<file path="config.mk">
export PLATFORM = sky130hd
export DESIGN_NAME = mux_bus_master
export DESIGN_NICKNAME = d
export VERILOG_FILES = /design/src/rtl/mbus_pkg.sv /design/src/rtl/mbus_seq.sv /design/src/rtl/mbus_strobe.sv /design/src/rtl/mbus_port.sv /design/src/rtl/mux_bus_master.sv
export SDC_FILE = /design/constraint.sdc
export NUM_CORES = 1
export LEC_CHECK = 0
export ABC_AREA = 1
export BUFFER_PORTS_ARGS = -buffer_cell sky130_fd_sc_hd__buf_2
export CAP_MARGIN = 20
export CORE_MARGIN = 1
export CORE_UTILIZATION = 23
export CTS_CLUSTER_DIAMETER = 100
export DETAILED_ROUTE_END_ITERATION = 7
export PLACE_DENSITY = 0.41
export SLEW_MARGIN = 20
export SYNTH_ARGS = -nofsm -noshare
export SYNTH_HDL_FRONTEND = slang
export SYNTH_SLANG_ARGS = --single-unit
</file>
<file path="constraint.sdc">
create_clock -name clk -period 1.7 [get_ports clk]
set_clock_uncertainty 0.1 [all_clocks]
set_input_delay 0.085 -clock clk [delete_from_list [all_inputs] [get_ports clk]]
set_output_delay 0.085 -clock clk [all_outputs]
set_load 0.01 [all_outputs]
</file>
<file path="src/rtl/mbus_pkg.sv">
package mbus_pkg;

    typedef enum logic [1:0] {
        KIND_FETCH = 2'b00,
        KIND_READ  = 2'b01,
        KIND_WRITE = 2'b10,
        KIND_RSVD  = 2'b11
    } bus_kind_e;

    typedef enum logic [2:0] {
        PH_IDLE = 3'd0,
        PH_ADDR = 3'd1,
        PH_HOLD = 3'd2,
        PH_DATA = 3'd3,
        PH_REL  = 3'd4
    } bus_phase_e;

endpackage

</file>
<file path="src/rtl/mbus_seq.sv">
module mbus_seq
    import mbus_pkg::*;
#(
    parameter int ADDR_W    = 16,
    parameter int DATA_W    = 8,
    parameter int DATA_CLKS = 2
) (
    input  logic              clk,
    input  logic              rst_n,
    input  logic              req_valid,
    input  logic [1:0]        req_kind,
    input  logic [ADDR_W-1:0] req_addr,
    input  logic [DATA_W-1:0] req_wdata,
    input  logic [DATA_W-1:0] ad_in,
    output bus_phase_e        phase,
    output bus_kind_e         kind,
    output logic [ADDR_W-1:0] addr,
    output logic [DATA_W-1:0] wdata,
    output logic [DATA_W-1:0] rdata
);
    localparam int CNT_W = (DATA_CLKS > 1) ? $clog2(DATA_CLKS) : 1;
    localparam logic [CNT_W-1:0] LAST_DATA = CNT_W'(DATA_CLKS - 1);

    typedef struct packed {
        bus_phase_e        phase;
        logic [CNT_W-1:0]  cnt;
        bus_kind_e         kind;
        logic [ADDR_W-1:0] addr;
        logic [DATA_W-1:0] wdata;
        logic [DATA_W-1:0] rdata;
    } seq_t;

    seq_t st_d, st_q;

    always_comb begin
        st_d = st_q;
        case (st_q.phase)
            PH_IDLE: begin
                if (req_valid && (bus_kind_e'(req_kind) != KIND_RSVD)) begin
                    st_d.phase = PH_ADDR;
                    st_d.kind  = bus_kind_e'(req_kind);
                    st_d.addr  = req_addr;
                    st_d.wdata = req_wdata;
                    st_d.cnt   = '0;
                end
            end
            PH_ADDR: st_d.phase = PH_HOLD;
            PH_HOLD: begin
                st_d.phase = PH_DATA;
                st_d.cnt   = '0;
            end
            PH_DATA: begin
                if (st_q.cnt == LAST_DATA) begin
                    st_d.phase = PH_REL;
                    if (st_q.kind != KIND_WRITE) begin
                        st_d.rdata = ad_in;
                    end
                end else begin
                    st_d.cnt = st_q.cnt + 1'b1;
                end
            end
            PH_REL:  st_d.phase = PH_IDLE;
            default: st_d.phase = PH_IDLE;
        endcase
    end

    always_ff @(posedge clk or negedge rst_n) begin
        if (!rst_n) begin
            st_q <= '{phase: PH_IDLE, cnt: '0, kind: KIND_FETCH,
                      addr: '0, wdata: '0, rdata: '0};
        end else begin
            st_q <= st_d;
        end
    end

    assign phase = st_q.phase;
    assign kind  = st_q.kind;
    assign addr  = st_q.addr;
    assign wdata = st_q.wdata;
    assign rdata = st_q.rdata;

endmodule

</file>
<file path="src/rtl/mbus_strobe.sv">
module mbus_strobe
    import mbus_pkg::*;
(
    input  bus_phase_e phase,
    input  bus_kind_e  kind,
    output logic       ale,
    output logic       psen_n,
    output logic       rd_n,
    output logic       wr_n,
    output logic       done,
    output logic       ready
);
    logic in_data;

    always_comb begin
        in_data = (phase == PH_DATA);
        ale     = (phase == PH_ADDR);
        psen_n  = !(in_data && kind == KIND_FETCH);
        rd_n    = !(in_data && kind == KIND_READ);
        wr_n    = !(in_data && kind == KIND_WRITE);
        done    = (phase == PH_REL);
        ready   = (phase == PH_IDLE);
    end

endmodule

</file>
<file path="src/rtl/mbus_port.sv">
module mbus_port
    import mbus_pkg::*;
#(
    parameter int ADDR_W = 16,
    parameter int DATA_W = 8
) (
    input  bus_phase_e               phase,
    input  bus_kind_e                kind,
    input  logic [ADDR_W-1:0]        addr,
    input  logic [DATA_W-1:0]        wdata,
    output logic [DATA_W-1:0]        ad_out,
    output logic                     ad_oe,
    output logic [ADDR_W-DATA_W-1:0] addr_hi
);
    always_comb begin
        addr_hi = addr[ADDR_W-1:DATA_W];
        ad_out  = '0;
        ad_oe   = 1'b0;
        case (phase)
            PH_ADDR, PH_HOLD: begin
                ad_out = addr[DATA_W-1:0];
                ad_oe  = 1'b1;
            end
            PH_DATA, PH_REL: begin
                if (kind == KIND_WRITE) begin
                    ad_out = wdata;
                    ad_oe  = 1'b1;
                end
            end
            default: begin
                ad_out = '0;
                ad_oe  = 1'b0;
            end
        endcase
    end

endmodule

</file>
<file path="src/rtl/mux_bus_master.sv">
module mux_bus_master
    import mbus_pkg::*;
#(
    parameter int ADDR_W    = 16,
    parameter int DATA_W    = 8,
    parameter int DATA_CLKS = 2
) (
    input  logic                     clk,
    input  logic                     rst_n,
    input  logic                     req_valid,
    input  logic [1:0]               req_kind,
    input  logic [ADDR_W-1:0]        req_addr,
    input  logic [DATA_W-1:0]        req_wdata,
    output logic                     req_ready,
    output logic [DATA_W-1:0]        rsp_data,
    output logic                     rsp_done,
    output logic                     ale,
    output logic                     psen_n,
    output logic                     rd_n,
    output logic                     wr_n,
    output logic [ADDR_W-DATA_W-1:0] addr_hi,
    output logic [DATA_W-1:0]        ad_out,
    output logic                     ad_oe,
    input  logic [DATA_W-1:0]        ad_in
);
    bus_phase_e        phase;
    bus_kind_e         kind;
    logic [ADDR_W-1:0] addr;
    logic [DATA_W-1:0] wdata;

    mbus_seq #(.ADDR_W(ADDR_W), .DATA_W(DATA_W), .DATA_CLKS(DATA_CLKS)) u_seq (
        .clk       (clk),
        .rst_n     (rst_n),
        .req_valid (req_valid),
        .req_kind  (req_kind),
        .req_addr  (req_addr),
        .req_wdata (req_wdata),
        .ad_in     (ad_in),
        .phase     (phase),
        .kind      (kind),
        .addr      (addr),
        .wdata     (wdata),
        .rdata     (rsp_data)
    );

    mbus_strobe u_strobe (
        .phase  (phase),
        .kind   (kind),
        .ale    (ale),
        .psen_n (psen_n),
        .rd_n   (rd_n),
        .wr_n   (wr_n),
        .done   (rsp_done),
        .ready  (req_ready)
    );

    mbus_port #(.ADDR_W(ADDR_W), .DATA_W(DATA_W)) u_port (
        .phase   (phase),
        .kind    (kind),
        .addr    (addr),
        .wdata   (wdata),
        .ad_out  (ad_out),
        .ad_oe   (ad_oe),
        .addr_hi (addr_hi)
    );

endmodule

</file>
Word level (Yosys, flattened, before mapping)
Cells that the tools add are included.
{"block": "op_classes", "n_eq_ne": 10, "n_reduce_logical": 16, "n_mux": 9, "n_addsub": 1}
{"operator": "two-way mux 30 bit", "n": 1}
{"operator": "case mux 8 bit (2 select lines)", "n": 1}
{"operator": "case mux 3 bit (4 select lines)", "n": 1}
{"operator": "two-way mux 8 bit", "n": 1}
{"operator": "equality test 3 x 2 -> 1 bit, second input constant", "n": 2}
{"operator": "inequality test 2 bit, second input constant", "n": 3}
{"operator": "AND reduction 2 bit", "n": 3}
{"operator": "logical AND 1 bit", "n": 4}
{"operator": "OR reduction 2 bit", "n": 2}
{"operator": "equality test 3 x 1 -> 1 bit, second input constant", "n": 1}
{"operator": "equality test 3 bit, second input constant", "n": 1}
{"operator": "logical NOT 1 bit", "n": 3}
{"operator": "logical NOT 3 bit", "n": 1}
{"operator": "two-way mux 3 bit", "n": 1}
{"operator": "case mux 1 bit (3 select lines)", "n": 1}
{"operator": "AND reduction 3 bit", "n": 1}
{"operator": "nonzero test 3 bit", "n": 1}
{"operator": "equality test 2 x 1 -> 1 bit, second input constant", "n": 1}
{"operator": "equality test 2 bit, second input constant", "n": 1}
{"operator": "logical NOT 2 bit", "n": 1}
{"operator": "two-way mux 1 bit", "n": 2}
{"operator": "inequality test 2 x 1 -> 1 bit, second input constant", "n": 1}
{"operator": "case mux 1 bit (2 select lines)", "n": 1}
{"operator": "adder 1 bit, second input constant", "n": 1}
{"block": "totals", "register_bits": 38, "word_cells": 42, "inputBits": 37, "output_inout_bits": 31}

Depth between registers and ports, before layout
{"block": "depth", "ltp_word": 4, "ltp_mapped": 7, "depth_no_buf": 6}

Hierarchy
From an unflattened synthesis, not the netlist that was laid out.
{"block": "hier_totals", "hier_cells": 290, "hier_area_um2": 2249.7}
{"module": "mbus_seq", "cells_per_inst": 216, "area_per_inst_um2": 1883.1, "seq_area_each_um2": 950.9, "n_inst": 1}
{"module": "mbus_port", "cells_per_inst": 61, "area_per_inst_um2": 306.5, "seq_area_each_um2": 0.0, "n_inst": 1}
{"module": "mbus_strobe", "cells_per_inst": 13, "area_per_inst_um2": 60.1, "seq_area_each_um2": 0.0, "n_inst": 1}

Worst setup path before layout
Ideal clock, no wire load.
{"block": "synth_timing", "path_kind": "register -> register", "startpoint": "reg u_seq.st_q, in the netlist u_seq.phase[0]", "endpoint": "reg u_seq.st_q, in the netlist u_seq.kind[1]", "t_required_ns": 1.483, "arrival_ns": 1.063, "stages_incl_launch_ff": 8, "period_less_slack_ns": 1.279, "n_path_buf": 1, "slack_ns": 0.421, "setup_time_ns": 0.117, "path_cell_list": "dfrtp_1 -> inv_1 -> nand2_1 -> nor2_2 -> nand2_4 -> buf_6 -> nand2_1 -> nand2_1"}
{"block": "synth_via", "elab_chain_cells": 2}
{"element": "start, declared", "line_no": "mbus_seq.sv:33", "rtl": "seq_t st_d, st_q;"}
{"element": "start signal, assigned", "line_no": "mbus_seq.sv:69", "rtl": "st_q <= '{phase: PH_IDLE, cnt: '0, kind: KIND_FETCH,"}
{"element": "start signal, assigned", "line_no": "mbus_seq.sv:72", "rtl": "st_q <= st_d;"}
{"element": "logical NOT 3 bit"}
{"element": "named net req_ready", "line_no": "mux_bus_master.sv:14", "rtl": "output logic req_ready,"}
{"element": "AND reduction 2 bit (no source line)"}
The timed path passes the listed nets, and every way through them passes these cells.
A chain may end at the register's enable or synchronous reset.

Worst setup path in the final report
{"block": "layout_timing", "startpoint": "reg u_seq.st_q, in the netlist u_seq.phase[2]", "endpoint": "out ad_out[0]"}
{"block": "layout_via", "elab_chain_cells": 3, "word_cells_on_any_way": 7, "cone_classes": "eq/ne: 4; mux: 1; reduce/logical: 2"}
{"element": "equality test 3 bit (tied with other cells)", "line_no": "mbus_port.sv:19", "rtl": "case (phase)"}
{"element": "OR reduction 2 bit", "line_no": "mbus_port.sv:19"}
{"element": "case mux 8 bit (2 select lines) *", "line_no": "mbus_port.sv:19"}
{"element": "end, declared", "line_no": "mux_bus_master.sv:22", "rtl": "output logic [DATA_W-1:0] ad_out,"}
Mark *: on every way between the ends. The rest lies on a longest branch, timed or not.

==> summary.md <==
| Metric | Value |
|---|---|
| Ports | 68 |
| Reg2reg end | u_seq.addr[14] |
| Reg2reg path depth | 6 |
| Largest net degree at the start of global routing | 39 |
| Min Tclk post-route | 1570 ps |
| Reg-to-Reg Start | u_seq.phase[2] |
| Grt total ovfl | 0 |
| DP HPWL | 3.32 mm |
| Cts bufs inserted | 5 |
| Final Hold Violating Endpoints | 0 |
| Data arrival time of the critical path | 1390 ps |
| Flop-to-flop setup slack | 250 ps |
| Drt initial violations | 29 |
| Clk pin slew, worst setup/hold paths | 90 ps |
| First-pass DRT Iterations | 4 |
| Vias/cell | 3.93 |
| Multi-input gate area | 737 sq um |
| Final period util | 92.5% |
| Vias | 1784 |
| PD cells | 1570 nW/um^2 |
| Slew Viols, Final | 0 |
| Slew at the pin with the worst max-slew slack | 314 ps |
| Syn. warnings | 0 |
| Max cap viols | 0 |
| First-pass GRT wire length | 8.14 mm |
| Synth Register Bits | 38 |
| Post-Syn Instances | 251 |
| Worst setup EP type | output pin |
| CP Cell Sequence | inv_2 -> nand3_2 -> nand2_2 -> nand2_1 -> nand2_1 -> buf_2 |
| Worst VDD drop | 0.632 mV |
| Total wire length | 5.04 mm |
| DRC | 0 |
| Lkg Pwr | 1.56 nW |
| Core area | 8180 sq um |
| Crit path max-delay family | flip-flops |
| Worst-case clock buffer depth | 2 |
| Area growth syn-to-layout | 44.1% |
| Layout cells sized above 1 | 28.9% |
| WP buf/inv | 2 |
| Final Setup Violations | 0 |
| GP Congestion | 0.759 |
| Hold_sp | req_valid |
| TritonCTS Sinks | 38 |
| Register area | 953 sq um |
| Fin Setup TNS | 0 ps |
| Chip width | 93.6 um |
| Commonest non-fill, non-tap cell in the layout | nand2_1 |
| Max Freq | 0.636 GHz |
| Max-Slew Margin vs Limit | 79.1% |
| Number of global-route vias before repair | 1777 |
| Most frequent cells in the layout | 127 x nand2_1, 67 x buf_2, 36 x dfrtp_1 |
| Status | completed |
| CP Class | flop to output pin |
| Port bufs | 67 |
| Worst Path Required | 1510 ps |
| Worst Setup Start Kind | flop |
| Worst skew pair latency | 290 ps |
| Highest routed layer | met4 |
| DIE HEIGHT | 93.6 um |
| Rows | 33 |
| Area after DPL | 2260 sq um |
| WL met2 | 2.27 mm |
| CTS root buf | clkbuf_8 |
| # diodes | 0 |
| Worst path slowest cell | dfrtp_1 |
| GRT Util Overall | 12.2% |
| Worst Hold Class | primary input to flop |
| WL/cell | 11.1 um |
| Synthesized cell area | 1930 sq um |
| Worst Hold Path EP | u_seq.st_q[34] |
| Slowest stage delay, CP | 450 ps |
| Fin nets | 385 |
| CTS tree | built |
| Design Area, Final | 2780 sq um |
| H-tree depth | 2 |
| Antenna violations before repair | 0 |
| Mapped Avg Cell Area | 7.69 sq um |
| Met1 Wirelength | 2.44 mm |
| Die ar. | 8760 sq um |
| Worst Hold Depth | 4 |
| Distinct cells, synth | 16 |
| Post-synthesis sequential area ratio | 49.3% |
| Met3 WL | 279 um |
| Initial Utilization | 23.6% |
| Syn Nets | 288 |
| Cell mode on critical path | nand2_1 |
| Antenna-violating nets left | 0 |
| RSZ-0062 raised after global routing | false |
| Fillers | 899 |
| Worst Path Max Fanout | 4 |
[cell families after synthesis]
logic type	after synthesis	synth area share, %
simple gates	155	33.1
buf+inv	49	14.3
flops	38	49.3
compound gates	9	3.37
[sequential cells by signal, indices dropped and copies added, names as in the netlist]
| signal | cells |
|---|---|
| u_seq.kind | 2 |
| u_seq.wdata | 8 |
| u_seq.st_q | 1 |
| u_seq.phase | 3 |
| u_seq.rdata | 8 |
| u_seq.addr | 16 |
[where the power goes]
part / switching [mW] / internal, mW
combinational: 1.25 / 0.850
sequential: 0.260 / 1.34
clock: 0.350 / 0.327
[cell usage after synthesis]
| master | instances | area (sq um) |
|---|---|---|
| a21oi_1 | 1 | 5.00 |
| buf_2 | 1 | 5.00 |
| buf_4 | 16 | 120 |
| buf_6 | 4 | 45.0 |
| dfrtp_1 | 38 | 951 |
| inv_1 | 27 | 101 |
| inv_2 | 1 | 3.75 |
| nand2_1 | 130 | 488 |
| nand2_2 | 1 | 6.26 |
| nand2_4 | 3 | 33.8 |
| nand3_1 | 4 | 20.0 |
| nand3_2 | 1 | 10.0 |
| nor2_1 | 12 | 45.0 |
| nor2_2 | 2 | 12.5 |
| nor2_4 | 2 | 22.5 |
| o21bai_1 | 8 | 60.1 |
[through the flow]
stage	setup slack (ps)	instances	hold WS (ps)	total power [mW]	util, %
floorplan	421	251	-311	3.06	-
global placement	231	405	-19.1	3.49	27.7
detailed placement	235	405	-23.4	3.50	27.7
CTS	31.3	448	181	4.29	33.2
global route	10.6	454	177	4.81	34.0
finish	128	454	170	4.37	34.0
[worst register-to-register path, stage by stage, from the launching register on]
cell and delay, ps:
dfrtp_1 450, inv_2 120, nand2_1 90, nor2_2 180, nand2_4 230, nand2_1 120, nand2_1 50
[how the worst max path moves through the flow]
stage | startpoint | end | slack (ps) | cells past startpoint
after detailed placement | u_seq.phase[2] | ad_out[0] | 230 | 6
after CTS | u_seq.phase[2] | ad_out[0] | 30 | 6
final | u_seq.phase[2] | ad_out[0] | 130 | 6
after floorplan | u_seq.phase[0] | u_seq.kind[1] | 420 | 7
after global placement | u_seq.phase[2] | ad_out[0] | 230 | 6
after global routing | u_seq.phase[2] | ad_out[5] | 10 | 6
[routing by layer]
layer  vias to the layer above  track usage [%]
met5                         -                0
met4                         0             3.46
met3                         5             3.09
met2                        49             20.7
met1                       808             15.3
li1                        922                -
[layout make-up]
cell class                      count  share of cell area (%)
Sequential cell                    38                    34.3
Timing Repair Buffer              110                    27.3
Multi-Input combinational cell    165                    26.5
Tap cell                          105                    4.73
Inverter                           28                    3.78
Clock buffer                        6                    2.97
Clock inverter                      2                   0.450
[repair_timing]
action                                  CTS  global route
hold endpoints to repair                 72             0
setup buffers                             0             5
pin swaps                                 0             1
gates cloned                              0             1
endpoints found under the setup margin   12            12
hold buffers                             35             0
resized for setup                         2             7
Note: power is estimated with default switching activity, not from simulation.
